File: src/rtl/dma_regs_pkg.sv
package dma_regs_pkg;
  typedef enum logic {
    REG_ADDR = 1'b0,
    REG_CNT  = 1'b1
  } reg_sel_e;
endpackage

File: src/rtl/dma_port_decode.sv
module dma_port_decode
  import dma_regs_pkg::*;
#(
  parameter int WIDTH_SHIFT = 0,
  parameter int CH_W        = 2,
  localparam int PORT_AW    = WIDTH_SHIFT + 1 + CH_W
) (
  input  logic [PORT_AW-1:0] addr_i,
  input  logic               wr_i,
  input  logic               rd_i,
  output logic [CH_W-1:0]    chan_o,
  output reg_sel_e           sel_o,
  output logic               acc_o,
  output logic               wr_o
);
  logic [CH_W:0] idx;

  assign idx    = addr_i[PORT_AW-1:WIDTH_SHIFT];
  assign sel_o  = reg_sel_e'(idx[0]);
  assign chan_o = idx[CH_W:1];
  // a write wins when both strobes are set; the toggle still flips once
  assign wr_o   = wr_i;
  assign acc_o  = wr_i | rd_i;
endmodule

File: src/rtl/dma_byte_toggle.sv
module dma_byte_toggle (
  input  logic clk_i,
  input  logic rst_ni,
  input  logic acc_i,
  input  logic clr_i,
  output logic hi_o
);
  logic ff_q;

  always_ff @(posedge clk_i or negedge rst_ni) begin
    if (!rst_ni)    ff_q <= 1'b0;
    else if (clr_i) ff_q <= 1'b0;
    else if (acc_i) ff_q <= ~ff_q;
  end

  assign hi_o = ff_q;


  toggle_flip_chk: assert property (@(posedge clk_i) disable iff (!rst_ni)
    acc_i && !clr_i |=> hi_o != $past(hi_o));

  toggle_clear_chk: assert property (@(posedge clk_i) disable iff (!rst_ni)
    clr_i |=> !hi_o);

  toggle_hold_chk: assert property (@(posedge clk_i) disable iff (!rst_ni)
    !acc_i && !clr_i |=> $stable(hi_o));
endmodule

File: src/rtl/dma_chan_slot.sv
module dma_chan_slot
  import dma_regs_pkg::*;
#(
  parameter int WIDTH_SHIFT = 0,
  parameter int AMT_W       = 8,
  localparam int CUR_W      = 16 + WIDTH_SHIFT,
  localparam int XFR_W      = 17 + WIDTH_SHIFT
) (
  input  logic             clk_i,
  input  logic             rst_ni,
  input  logic             wr_lo_i,
  input  logic             wr_hi_i,
  input  reg_sel_e         sel_i,
  input  logic [7:0]       wdata_i,
  input  logic             dec_i,
  input  logic             adv_i,
  input  logic [AMT_W-1:0] amt_i,
  output logic [15:0]      rb_addr_o,
  output logic [15:0]      rb_cnt_o
);
  logic [15:0]      base_addr_q, base_cnt_q, reload_src;
  logic [CUR_W-1:0] cur_q, addr_live, cnt_live;
  logic [XFR_W-1:0] xfer_q, len, xfer_nxt;
  logic [XFR_W:0]   sum;

  assign len = (XFR_W'({1'b0, base_cnt_q} + 17'd1)) << WIDTH_SHIFT;
  assign sum = {1'b0, xfer_q} + {{(XFR_W + 1 - AMT_W){1'b0}}, amt_i};
  assign xfer_nxt = (sum >= {1'b0, len}) ? len : sum[XFR_W-1:0];
  assign reload_src = (sel_i == REG_ADDR) ? {wdata_i, base_addr_q[7:0]} : base_addr_q;

  always_ff @(posedge clk_i or negedge rst_ni) begin
    if (!rst_ni) begin
      base_addr_q <= '0;
      base_cnt_q  <= '0;
    end else if (wr_lo_i) begin
      if (sel_i == REG_ADDR) base_addr_q[7:0] <= wdata_i;
      else                   base_cnt_q[7:0]  <= wdata_i;
    end else if (wr_hi_i) begin
      if (sel_i == REG_ADDR) base_addr_q[15:8] <= wdata_i;
      else                   base_cnt_q[15:8]  <= wdata_i;
    end
  end

  always_ff @(posedge clk_i or negedge rst_ni) begin
    if (!rst_ni) begin
      cur_q  <= '0;
      xfer_q <= '0;
    end else if (wr_hi_i) begin
      cur_q  <= CUR_W'(reload_src) << WIDTH_SHIFT;
      xfer_q <= '0;
    end else if (adv_i) begin
      xfer_q <= xfer_nxt;
    end
  end

  assign addr_live = dec_i ? (cur_q - CUR_W'(xfer_q)) : (cur_q + CUR_W'(xfer_q));
  assign cnt_live  = (CUR_W'(base_cnt_q) << WIDTH_SHIFT) - CUR_W'(xfer_q);
  assign rb_addr_o = addr_live[CUR_W-1:WIDTH_SHIFT];
  assign rb_cnt_o  = cnt_live[CUR_W-1:WIDTH_SHIFT];


  reload_clear_chk: assert property (@(posedge clk_i) disable iff (!rst_ni)
    wr_hi_i |=> xfer_q == '0);

  reload_addr_chk: assert property (@(posedge clk_i) disable iff (!rst_ni)
    wr_hi_i && sel_i == REG_ADDR |=> rb_addr_o[15:8] == $past(wdata_i));

  lo_keeps_hi_chk: assert property (@(posedge clk_i) disable iff (!rst_ni)
    wr_lo_i && sel_i == REG_ADDR |=> base_addr_q[15:8] == $past(base_addr_q[15:8]));

  adv_bound_chk: assert property (@(posedge clk_i) disable iff (!rst_ni)
    adv_i && !wr_hi_i |=> (xfer_q >= $past(xfer_q)) || (xfer_q == $past(len)));

  idle_hold_chk: assert property (@(posedge clk_i) disable iff (!rst_ni)
    !adv_i && !wr_hi_i |=> $stable(xfer_q));
endmodule

File: src/rtl/dma_chan_regs.sv
module dma_chan_regs
  import dma_regs_pkg::*;
#(
  parameter int WIDTH_SHIFT = 0,
  parameter int NUM_CH      = 4,
  parameter int AMT_W       = 8,
  localparam int CH_W       = $clog2(NUM_CH),
  localparam int PORT_AW    = WIDTH_SHIFT + 1 + CH_W
) (
  input  logic                    clk_i,
  input  logic                    rst_ni,
  input  logic [PORT_AW-1:0]      io_addr_i,
  input  logic                    io_wr_i,
  input  logic                    io_rd_i,
  input  logic [7:0]              io_wdata_i,
  output logic [7:0]              io_rdata_o,
  input  logic                    ff_clear_i,
  input  logic                    master_reset_i,
  input  logic [NUM_CH-1:0]       chan_dec_i,
  input  logic [NUM_CH-1:0]       adv_i,
  input  logic [NUM_CH*AMT_W-1:0] adv_amt_i
);
  logic [CH_W-1:0] chan;
  reg_sel_e        sel;
  logic            acc, wr, hi;
  logic [15:0]     rb_addr [NUM_CH];
  logic [15:0]     rb_cnt  [NUM_CH];
  logic [15:0]     rb_sel;

  dma_port_decode #(.WIDTH_SHIFT(WIDTH_SHIFT), .CH_W(CH_W)) u_decode (
    .addr_i (io_addr_i),
    .wr_i   (io_wr_i),
    .rd_i   (io_rd_i),
    .chan_o (chan),
    .sel_o  (sel),
    .acc_o  (acc),
    .wr_o   (wr)
  );

  dma_byte_toggle u_toggle (
    .clk_i  (clk_i),
    .rst_ni (rst_ni),
    .acc_i  (acc),
    .clr_i  (ff_clear_i | master_reset_i),
    .hi_o   (hi)
  );

  for (genvar g = 0; g < NUM_CH; g++) begin : g_chan
    logic hit;
    assign hit = wr && (chan == CH_W'(g));
    dma_chan_slot #(.WIDTH_SHIFT(WIDTH_SHIFT), .AMT_W(AMT_W)) u_slot (
      .clk_i     (clk_i),
      .rst_ni    (rst_ni),
      .wr_lo_i   (hit && !hi),
      .wr_hi_i   (hit && hi),
      .sel_i     (sel),
      .wdata_i   (io_wdata_i),
      .dec_i     (chan_dec_i[g]),
      .adv_i     (adv_i[g]),
      .amt_i     (adv_amt_i[g*AMT_W +: AMT_W]),
      .rb_addr_o (rb_addr[g]),
      .rb_cnt_o  (rb_cnt[g])
    );
  end

  assign rb_sel     = (sel == REG_CNT) ? rb_cnt[chan] : rb_addr[chan];
  assign io_rdata_o = hi ? rb_sel[15:8] : rb_sel[7:0];
endmodule

File: config.mk
export PLATFORM = sky130hd
export DESIGN_NAME = dma_chan_regs
export DESIGN_NICKNAME = d
export VERILOG_FILES = /design/src/rtl/dma_regs_pkg.sv /design/src/rtl/dma_port_decode.sv /design/src/rtl/dma_byte_toggle.sv /design/src/rtl/dma_chan_slot.sv /design/src/rtl/dma_chan_regs.sv
export SDC_FILE = /design/constraint.sdc
export NUM_CORES = 1
export LEC_CHECK = 0
export BUFFER_PORTS_ARGS = -buffer_cell sky130_fd_sc_hd__buf_2
export CORE_MARGIN = 5
export CORE_UTILIZATION = 59
export CTS_CLUSTER_SIZE = 10
export DETAILED_ROUTE_END_ITERATION = 8
export PLACE_DENSITY = 0.79
export SYNTH_ARGS = -nofsm -noshare
export SYNTH_HDL_FRONTEND = slang
export SYNTH_HIERARCHICAL = 1
export SYNTH_SLANG_ARGS = --single-unit
File: constraint.sdc
create_clock -name clk_i -period 4.2 [get_ports clk_i]
set_input_delay 0.42 -clock clk_i [delete_from_list [all_inputs] [get_ports clk_i]]
set_output_delay 0.42 -clock clk_i [all_outputs]
set_load 0.02 [all_outputs]
**Yosys cells after proc, flatten, opt, wreduce, memory -nomap -nowiden**

Cells that the tools add are included.

- Reduce and logical (&&, ||, !) cells: 35
- Add/sub/neg operators: 20
- Bitwise logic cells: 9
- Equal/unequal tests: 3
- $lt $le $gt $ge: 5
- Multiplexer cells: 30

Operators with widths:

| operator | count |
|---|---|
| $mux 16 | 13 |
| $mux 17 | 12 |
| $sub 16x16->16 | 8 |
| $add 17x8->18 | 4 |
| $ge 18x17->1 | 4 |
| $add 16x1->17 const B | 4 |
| $add 16x16->16 | 4 |
| $bmux 16 s2 | 2 |
| $reduce_and 3->1 | 8 |
| $reduce_and 2->1 | 8 |
| $logic_and 1x1->1 | 12 |
| $reduce_bool 2->1 | 5 |
| $mux 8 | 1 |
| $not 1->1 | 6 |
| $eq 2x2->1 const B | 2 |
| $ge 3x3->1 const B | 1 |
| $not 2->3 | 1 |
| $eq 2x1->1 const B | 1 |
| $logic_not 2->1 | 1 |
| $mux 1 | 2 |
| $or 1x1->1 | 2 |
| $logic_not 1->1 | 1 |

- Output and inout port bits: 8
- Register bits after elaboration: 261

**Longest topological paths before layout**

Gate-level depths: netlist of run 1.

- Depth in word-level cells: 7
- Gate-level depth with buffers: 18

**Modules after synthesis**

The synthesis of run 1 kept the hierarchy.

Modules (own cells, without submodules):

| module | instances | seq. area each (sq um) | area an instance (sq um) | cells each |
|---|---|---|---|---|
| dma_chan_slot at g_chan[1].u_slot ... | 2 | 1626.6 | 5642.9 | 622 |
| dma_chan_slot at g_chan[0].u_slot | 1 | 1626.6 | 5719.2 | 625 |
| dma_chan_slot at g_chan[3].u_slot | 1 | 1626.6 | 5595.4 | 596 |
| dma_chan_regs | 1 | 0.0 | 1124.8 | 85 |
| dma_byte_toggle | 1 | 25.0 | 37.5 | 3 |
| dma_port_decode | 1 | 0.0 | 36.3 | 5 |

**Worst setup path after synthesis of run 1**

No wires, ideal clock.

- Path type: register to output
- From: reg g_chan[0].u_slot.xfer_q[1]
- To: out io_rdata_o[6]
- Buffers on the path: 0
- Stages on the path, launching flop included: 16
- Arrival: 3.802 ns
- Slack: -0.022 ns
- Path through: dfrtp_1 inv_1 ha_1 nor2b_1 a41oi_1 xnor2_1 ha_1 a2111oi_2 o21ai_0 a311oi_1 o21a_1 nor4_1 nand4b_1 mux4_1 a22oi_1 nand2_1

RTL lines:

| item | RTL line | source |
|---|---|---|
| from (decl) | dma_chan_slot.sv:23 | `logic [XFR_W-1:0] xfer_q, len, xfer_nxt;` |
| from (signal assigned) | dma_chan_slot.sv:52 | `xfer_q <= xfer_nxt;` |
| to (decl) | dma_chan_regs.sv:16 | `output logic [7:0] io_rdata_o,` |

==> summary.md, run 1 <==
| Metric | Value |
|---|---|
| GRT Util Overall | `0.332` |
| Number of fill cells | `~2800` |
| Antenna violations before repair | `5` |
| RePlAce Congestion | `about 0.98` |
| Slew @ Worst Pin | `1.06 ns` |
| First-pass GRT wire length | `between 100000 and 150000 µm` |
| Critical Path Fanout Max | `3` |
| Arrival time at the worst endpoint | `around 4.3 ns` |
| Number of synthesized flops with an enable pin | `0` |
| Final WL | `roughly 77000 µm` |
| Leakage | `roughly 13 nW` |
| H-tree levels | `2` |
| Largest net degree at the start of global routing | `between 100 and 150` |
| Clock sinks | `between 200 and 300` |
| R2R depth | `17` |
| Drt first pass iters | `5` |
| CP endpoint | `io_rdata_o[7]` |
| Startpoint types | `flop` |
| Port-buffer cells | `64` |
| Status | `complete, but fails checks` |
| Reg2Reg Setup Slack | `-0.03 ns` |
| Core Footprint | `approximately 40000 µm²` |
| Worst slew margin | `0.295` |
| Syn_area_per_cell | `9.30 µm²` |
| Final Skew | `about 0.021 ns` |
| Skew-Pair Late Insertion Delay | `0.55 ns` |
| RR Startpoint | `g_chan[1].u_slot/xfer_q[0]$_DFFE_PN0P_` |
| P per Cell Area | `about 860 nW/µm²` |
| Worst hold path class | `in2async` |
| Final net count | `slightly above 3000` |
| Tmin final | `about 4.8 ns` |
| Failing checks | `hold timing, setup timing` |
| Pre-CTS setup slack | `-0.210 ns` |
| Yosys cell types | `a little over 90` |
| Final period util | `1.13` |
| Die area | `between 40000 and 50000 µm²` |
| Final Hold Viols | `2` |
| Worst R2R End | `g_chan[1].u_slot/xfer_q[2]$_DFFE_PN0P_` |
| Worst setup EP type | `output port` |
| Sequential element share of the synthesized area | `0.274` |
| Number of DRC markers in iteration 0 | `between 2000 and 2500` |
| DIE HEIGHT | `around 210 µm` |
| DR vias | `roughly 22000` |
| Maximum VDD drop | `between 0.4 and 0.5 mV` |
| # IOs | `between 60 and 70` |
| RSZ-0062 raised after global routing | `true` |
| Async SR Flop Fraction | `1.00` |
| Top_reg_cell synth | `dfrtp_1` |
| Die width | `211 µm` |
| Area grow syn2layout | `20.1%` |
| Synth Register Bits | `~260` |
| Ys Warns | `6` |
| FMAX | `around 0.21 GHz` |
| Number of global-route vias before repair | `about 21000` |
| Clk slew on worst S/H paths | `approximately 0.06 ns` |
| Row Count | `73` |
| Synth Net Count | `2855` |
| Post-synthesis cell count | `roughly 2600` |
| Data required, critical path | `about 3.8 ns` |
| CTS max path bufs | `3` |
| Avg WL per Cell | `23.2 µm` |
| Final setup margin | `-0.561 ns` |
| Critical path origin | `g_chan[3].u_slot/xfer_q[5]$_DFFE_PN0P_` |
| TritonCTS clock tree | `built` |
| Remaining Overflow, GRT | `0` |
| MaxCap Viol Count | `0` |
| Most common cell after layout, fill and taps aside | `dfrtp_1` |
| Via density per instance | `between 6 and 7` |
| Mapped Area | `between 20000 and 25000 µm²` |
| Root Buffer | `clkbuf_16` |
| Critical path type | `reg2out` |
| Starting density of the core | `0.598` |
| Final hold slack | `-0.00597 ns` |
| Share of cells above drive strength 1 | `0.275` |
| CTS Buf Count | `34` |
| Number of setup violations in the final report | `14` |
| DRC errors left | `0` |
| Max Slew Vio Count | `0` |
| DRT antenna net count | `0` |
| Detail Placement HPWL | `around 55000 µm` |
| Most frequent cells in the layout | `dfrtp_1, buf_4, ha_1` |
[where the power goes]
group / internal (W) / switching (W)
Combinational: 0.00809 / 0.00980
Sequential: 0.00324 / 0.000791
Clock: 0.00161 / 0.00111
Total: 0.0129 / 0.0117
[through the flow]
stage	setup TNS, ns	std cells	util	instance area [µm²]	power (W)
floorplan	0	2558	-	23800	0.0140
global placement	-0.523	3238	0.648	25800	0.0186
detailed placement	-2.13	3238	0.648	25800	0.0190
CTS	-2.65	3307	0.692	27600	0.0230
global route	-6.17	3337	0.717	28600	0.0259
finish	-3.44	3338	0.718	28600	0.0246
[worst min-delay path by stage]
stage                                                     start                                          end  slack [ns]  cells after the start
floorplan                                                rst_ni  g_chan[0].u_slot/base_addr_q[0]$_DFFE_PN0P_        0.12                      0
global placement    g_chan[3].u_slot/base_addr_q[0]$_DFFE_PN0P_        g_chan[3].u_slot/cur_q[0]$_DFFE_PN0P_        0.46                      2
detailed placement  g_chan[3].u_slot/base_addr_q[0]$_DFFE_PN0P_        g_chan[3].u_slot/cur_q[0]$_DFFE_PN0P_        0.48                      2
CTS                                                      rst_ni      g_chan[2].u_slot/xfer_q[14]$_DFFE_PN0P_        0.06                      1
global route                                             rst_ni       g_chan[2].u_slot/xfer_q[8]$_DFFE_PN0P_         0.1                      1
finish                                                   rst_ni       g_chan[2].u_slot/xfer_q[8]$_DFFE_PN0P_      -0.006                      1
[flip-flops by register name, indices dropped and copies added, names as in the netlist]
signal and count:
g_chan.u_slot/cur_q 64, g_chan.u_slot/base_cnt_q 64, u_toggle/hi_o 1, g_chan.u_slot/xfer_q 68, g_chan.u_slot/base_addr_q 64
[logic make-up after synthesis]
group	synth area share
compound gates	0.165
xor+xnor	0.102
fa+ha+maj	0.130
buf+inv	0.0472
flops	0.274
mux	0.126
simple gates	0.156
[layout make-up]
type / count / area [µm²] / area share
Antenna cell: 2 / 5.00 / 0.000175
Multi-Input combinational cell: 2040 / 17400 / 0.611
Sequential cell: 261 / 6540 / 0.229
Timing Repair Buffer: 311 / 2370 / 0.0830
Tap cell: 525 / 657 / 0.0230
Inverter: 150 / 563 / 0.0197
Clock buffer: 42 / 932 / 0.0326
Clock inverter: 7 / 63.8 / 0.00223
[Yosys cell counts (all sizes together), types with 10 or more instances]
cell     number  area (µm²)
o311ai       28         245
mux4         32         796
nor2        198         758
or3          32         206
o2111ai      10        87.6
nor3         89         450
a21oi       137         686
nand2b       45         282
nand2       136         510
a311oi       13         133
ha          228        2850
clkbuf       60         228
nor2b        33         206
dfrtp       261        6530
inv         150         563
a41oi        15         139
o21ai        81         409
a2111oi      10         106
buf          47         332
nor4         16         106
and2         10        62.6
xnor2       201        1760
a211oi       14         115
a311o        18         180
a211o        10        87.6
nand4        39         244
a21o         40         300
o21a         40         300
fa           12         240
and3         17         106
mux2i        45         450
xor2         76         666
o21bai       14         105
a31oi        41         263
mux2        156        1760
or2          16         100
and4         10        88.8
a22oi        16         120
nand3        70         350
[routing by layer]
metal / up-vias / share of wire / global-route usage / wire length, µm
met1: 10800 / 0.39 / 0.432 / 30500
met3: 284 / 0.090 / 0.0655 / 7000
met2: 1084 / 0.46 / 0.547 / 36000
li1: 9873 / - / - / -
met4: 6 / 0.050 / 0.132 / 3900
met5: - / 0.00055 / 0 / 43
[repair_timing]
action | in CTS | in global routing
hold buffers | 0 | 0
setup buffers | 21 | 30
resized for setup | 160 | 153
cloned | 0 | 3
pin swaps | 68 | 121
endpoints found under the setup margin | 53 | 72
[critical path, cell delays in order (launching register included)]
cell      delay [ns]
dfrtp_1         0.42
nor4_4          0.32
buf_4           0.18
a41oi_2         0.15
xnor2_2         0.25
ha_1            0.28
a21o_1          0.20
a2111o_1        0.35
a21o_1          0.18
a31o_2          0.26
a21oi_4         0.15
xnor2_2         0.11
mux4_2          0.49
a22oi_2         0.16
nand2_2         0.13
buf_6           0.16
Power figures use the tool's default switching activity.
==> run 2, diff against run 1 <==
--- a/config.mk
+++ b/config.mk
@@ -5,12 +5,13 @@
 export SDC_FILE = /design/constraint.sdc
 export NUM_CORES = 1
 export LEC_CHECK = 0
+export ABC_AREA = 1
 export BUFFER_PORTS_ARGS = -buffer_cell sky130_fd_sc_hd__buf_2
 export CORE_MARGIN = 5
-export CORE_UTILIZATION = 59
+export CORE_UTILIZATION = 65
 export CTS_CLUSTER_SIZE = 10
 export DETAILED_ROUTE_END_ITERATION = 8
-export PLACE_DENSITY = 0.79
+export PLACE_DENSITY = 0.83
 export SYNTH_ARGS = -nofsm -noshare
 export SYNTH_HDL_FRONTEND = slang
 export SYNTH_HIERARCHICAL = 1
==> constraint.sdc (replaced) <==
create_clock -name clk_i -period 5.42 [get_ports clk_i]
set_input_delay 0.542 -clock clk_i [delete_from_list [all_inputs] [get_ports clk_i]]
set_output_delay 0.542 -clock clk_i [all_outputs]
set_load 0.02 [all_outputs]
==> summary.md, run 2 <==
| Metric | Value |
|---|---|
| Status | `completed` |
| Startpoint types | `flop` |
| Top-area cell type share of the netlist area | `0.265 (-0.00910)` |
| DRT antenna net count | `0 (unchanged)` |
| Die area | `41900 µm² (-5.8%)` |
| Final net count | `3832 (+24%)` |
| Antenna Cells | `0 (-2)` |
| DR vias | `23800 (+8.3%)` |
| Number of global-route vias before repair | `22800 (+6.4%)` |
| Async SR Flop Fraction | `1.00 (unchanged)` |
| First-pass GRT wire length | `119000 µm (+0.44%)` |
| Tmin final | `about 5 ns` |
| Final Hold Viols | `0 (-2)` |
| Yosys cell types | `63 (-31%)` |
| RePlAce Congestion | `1.05 (+7.0%)` |
| Largest net degree at the start of global routing | `142 (+13%)` |
| Skew-Pair Late Insertion Delay | `0.54 ns (about the same)` |
| Worst setup EP type | `output port` |
| Detail Placement HPWL | `56400 µm (+2.0%)` |
| FMAX | `0.201 GHz` |
| Drt first pass iters | `7 (+2)` |
| Final Skew | `0.0185 ns (-0.00227 ns)` |
| Part of the power in the clock network | `0.132 (+0.022)` |
| CTS Hold Bufs | `0 (unchanged)` |
| Share of cells above drive strength 1 | `0.0786 (-0.196)` |
| Synth area leader | `dfrtp_1` |
| Count leader, synth | `nand2_1` |
| Synth area leaders | `dfrtp_1, nand2_1, ha_1` |
| Avg WL per Cell | `18.1 µm (-22%)` |
| Setup TNS | `0 ns (+3.44 ns)` |
| Port-buffer cells | `64 (unchanged)` |
| Top_reg_cell synth | `dfrtp_1` |
| Leakage | `13.9 nW (+11%)` |
| GRT Util Overall | `0.349 (+0.0169)` |
| CTS Buf Count | `34 (unchanged)` |
| Number of fill cells | `3229 (+14%)` |
| Largest register FFs | `68 (unchanged)` |
| Sequential power share | `0.205 (+0.041)` |
| Largest Register | `g_chan.u_slot/xfer_q` |
| DIE HEIGHT | `205 µm (-3.0%)` |
| Final period util | `0.919` |
| H-tree levels | `2 (unchanged)` |
| CTS max path bufs | `3 (unchanged)` |
| Slew @ Worst Pin | `1.27 ns (+0.215 ns)` |
| Syn_area_per_cell | `7.00 µm² (-25%)` |
| Logic pwr share | `0.664 (-0.062)` |
| Most common cell after layout, fill and taps aside | `nand2_1` |
| Via density per instance | `5.87 (-11%)` |
| Clk slew on worst S/H paths | `0.06 ns (about the same)` |
| Post-synth top cells | `nand2_1, inv_1, dfrtp_1` |
| Data required, critical path | `4.88 ns (+1.10 ns)` |
| Critical Path Fanout Max | `5 (+2)` |
| Arrival time at the worst endpoint | `4.44 ns (+0.10 ns)` |
| Post_cts resized | `0 (-100%)` |
| Sw power | `0.00845 W (-28%)` |
| MaxCap Viol Count | `0 (unchanged)` |
| Core Footprint | `37500 µm² (-5.9%)` |
| Ys Warns | `6 (unchanged)` |
| Post-synthesis cell count | `3516 (+37%)` |
| Postcts setup bufs | `0 (-100%)` |
| Sequential element share of the synthesized area | `0.265 (-0.00910)` |
| Total Power | `0.0160 W (-35%)` |
| Clock sinks | `261 (unchanged)` |
| Most frequent cells in the layout | `nand2_1, inv_1, dfrtp_1` |
| Synth Register Bits | `261 (unchanged)` |
| Mapped Area | `24600 µm² (+3.4%)` |
| P per Cell Area | `612 nW/µm² (-29%)` |
| Die width | `205 µm (-3.0%)` |
| Critical path type | `reg2out` |
| Max Slew Vio Count | `0 (unchanged)` |
| Number of setup violations in the final report | `0 (-14)` |
| Row Count | `71 (-2.7%)` |
| Final WL | `73500 µm (-5.1%)` |
| Worst slew margin | `0.149 (-0.146)` |
| Worst hold path class | `in2async` |
| Number of DRC markers in iteration 0 | `2656 (+21%)` |
| DRC errors left | `0 (unchanged)` |
| Maximum VDD drop | `0.409 mV (-5.8%)` |
| Switching part of the total power | `0.528 (+0.0536)` |
| Antenna violations before repair | `1 (-4)` |
| Starting density of the core | `0.657 (+0.0590)` |
| Root Buffer | `clkbuf_16` |
| Synth Net Count | `3813 (+34%)` |
| Number of synthesized flops with an enable pin | `0 (unchanged)` |
| Remaining Overflow, GRT | `0 (unchanged)` |
| RSZ-0062 raised after global routing | `false` |
| Area grow syn2layout | `6.13%` |
| TritonCTS clock tree | `built` |
| # IOs | `65 (unchanged)` |
| Total internal power | `0.00755 W (-42%)` |
## run 2: logic make-up (layout without fill, tap and decap cells)
family                   Yosys count  after routing  share of synthesized area
AO/OA/AOI/OAI                    497            497                      0.112
XOR/XNOR                         258            258                     0.0918
adder cells (fa/ha/maj)          240            240                      0.126
buffers and inverters            526            558                     0.0908
flip-flops                       261            261                      0.265
multiplexers                      28             28                     0.0128
AND/OR/NAND/NOR                 1706           1706                      0.302
## run 2: layout make-up
cell class,instances,area [µm²],area share
multi-input cells,2729,15900,0.607
clock buffers,44,982,0.0376
clock inverters,5,30.0,0.00115
well taps,511,639,0.0245
repair buffers,77,440,0.0169
inverters,432,1630,0.0625
flip-flops and latches,261,6530,0.250
## run 2: path summary, 6_finish.rpt
| kind | from | endpoint | slack, ns | cells past startpoint |
|---|---|---|---|---|
| max in group asynchronous | rst_ni | g_chan[1].u_slot/base_cnt_q[0]$_DFFE_PN0P_ | 4.02 | 2 |
| min in group clk_i | ff_clear_i | u_toggle/hi_o$_DFFE_PN0P_ | 0.31 | 5 |
| max | g_chan[0].u_slot/xfer_q[1]$_DFFE_PN0P_ | io_rdata_o[6] | 0.44 | 20 |
| max reg2reg | g_chan[3].u_slot/xfer_q[0]$_DFFE_PN0P_ | g_chan[3].u_slot/xfer_q[4]$_DFFE_PN0P_ | 1.35 | 20 |
| min reg2reg | g_chan[0].u_slot/base_addr_q[1]$_DFFE_PN0P_ | g_chan[0].u_slot/base_addr_q[1]$_DFFE_PN0P_ | 0.48 | 2 |
| min | rst_ni | g_chan[2].u_slot/xfer_q[2]$_DFFE_PN0P_ | 0.06 | 1 |
## run 2: power groups by stage
stage               sequential, W  clock [W]  combinational, W
floorplan                 0.00293          0           0.00804
global placement          0.00325          0            0.0100
detailed placement        0.00326          0            0.0103
CTS                       0.00325    0.00214            0.0104
global route              0.00334    0.00221            0.0119
finish                    0.00328    0.00210            0.0106
## run 2: metal layers
| layer | GRT usage | share of wire |
|---|---|---|
| met5 | 0 | 0 |
| met4 | 0.123 | 0.036 |
| met3 | 0.0524 | 0.090 |
| met2 | 0.548 | 0.44 |
| met1 | 0.494 | 0.43 |
## run 2: stage by stage
step	std cells	hold WS, ns	util	instance area, µm²	setup slack (ns)
finish	4059	0.0587	0.697	26100	0.438
global route	4059	0.179	0.697	26100	0.130
CTS	4059	0.155	0.697	26100	0.562
detailed placement	4010	0.474	0.670	25100	1.19
global placement	4010	0.460	0.670	25100	1.26
floorplan	3516	0.246	-	24600	1.77
## run 2: worst max-delay path: stages (launching register included)
cell     delay, ns
dfrtp_1       0.43
inv_1         0.20
ha_1          0.25
nand4_1       0.16
o31ai_1       0.37
nand2_1       0.17
nor2_1        0.15
xor2_1        0.08
ha_1          0.37
inv_1         0.07
nor3_1        0.25
nand2_1       0.08
o21ai_0       0.25
xor2_1        0.27
nand2_1       0.10
nand2_1       0.07
nand2_1       0.05
nand3_1       0.08
nand3_1       0.08
nand2_1       0.18
buf_2         0.20
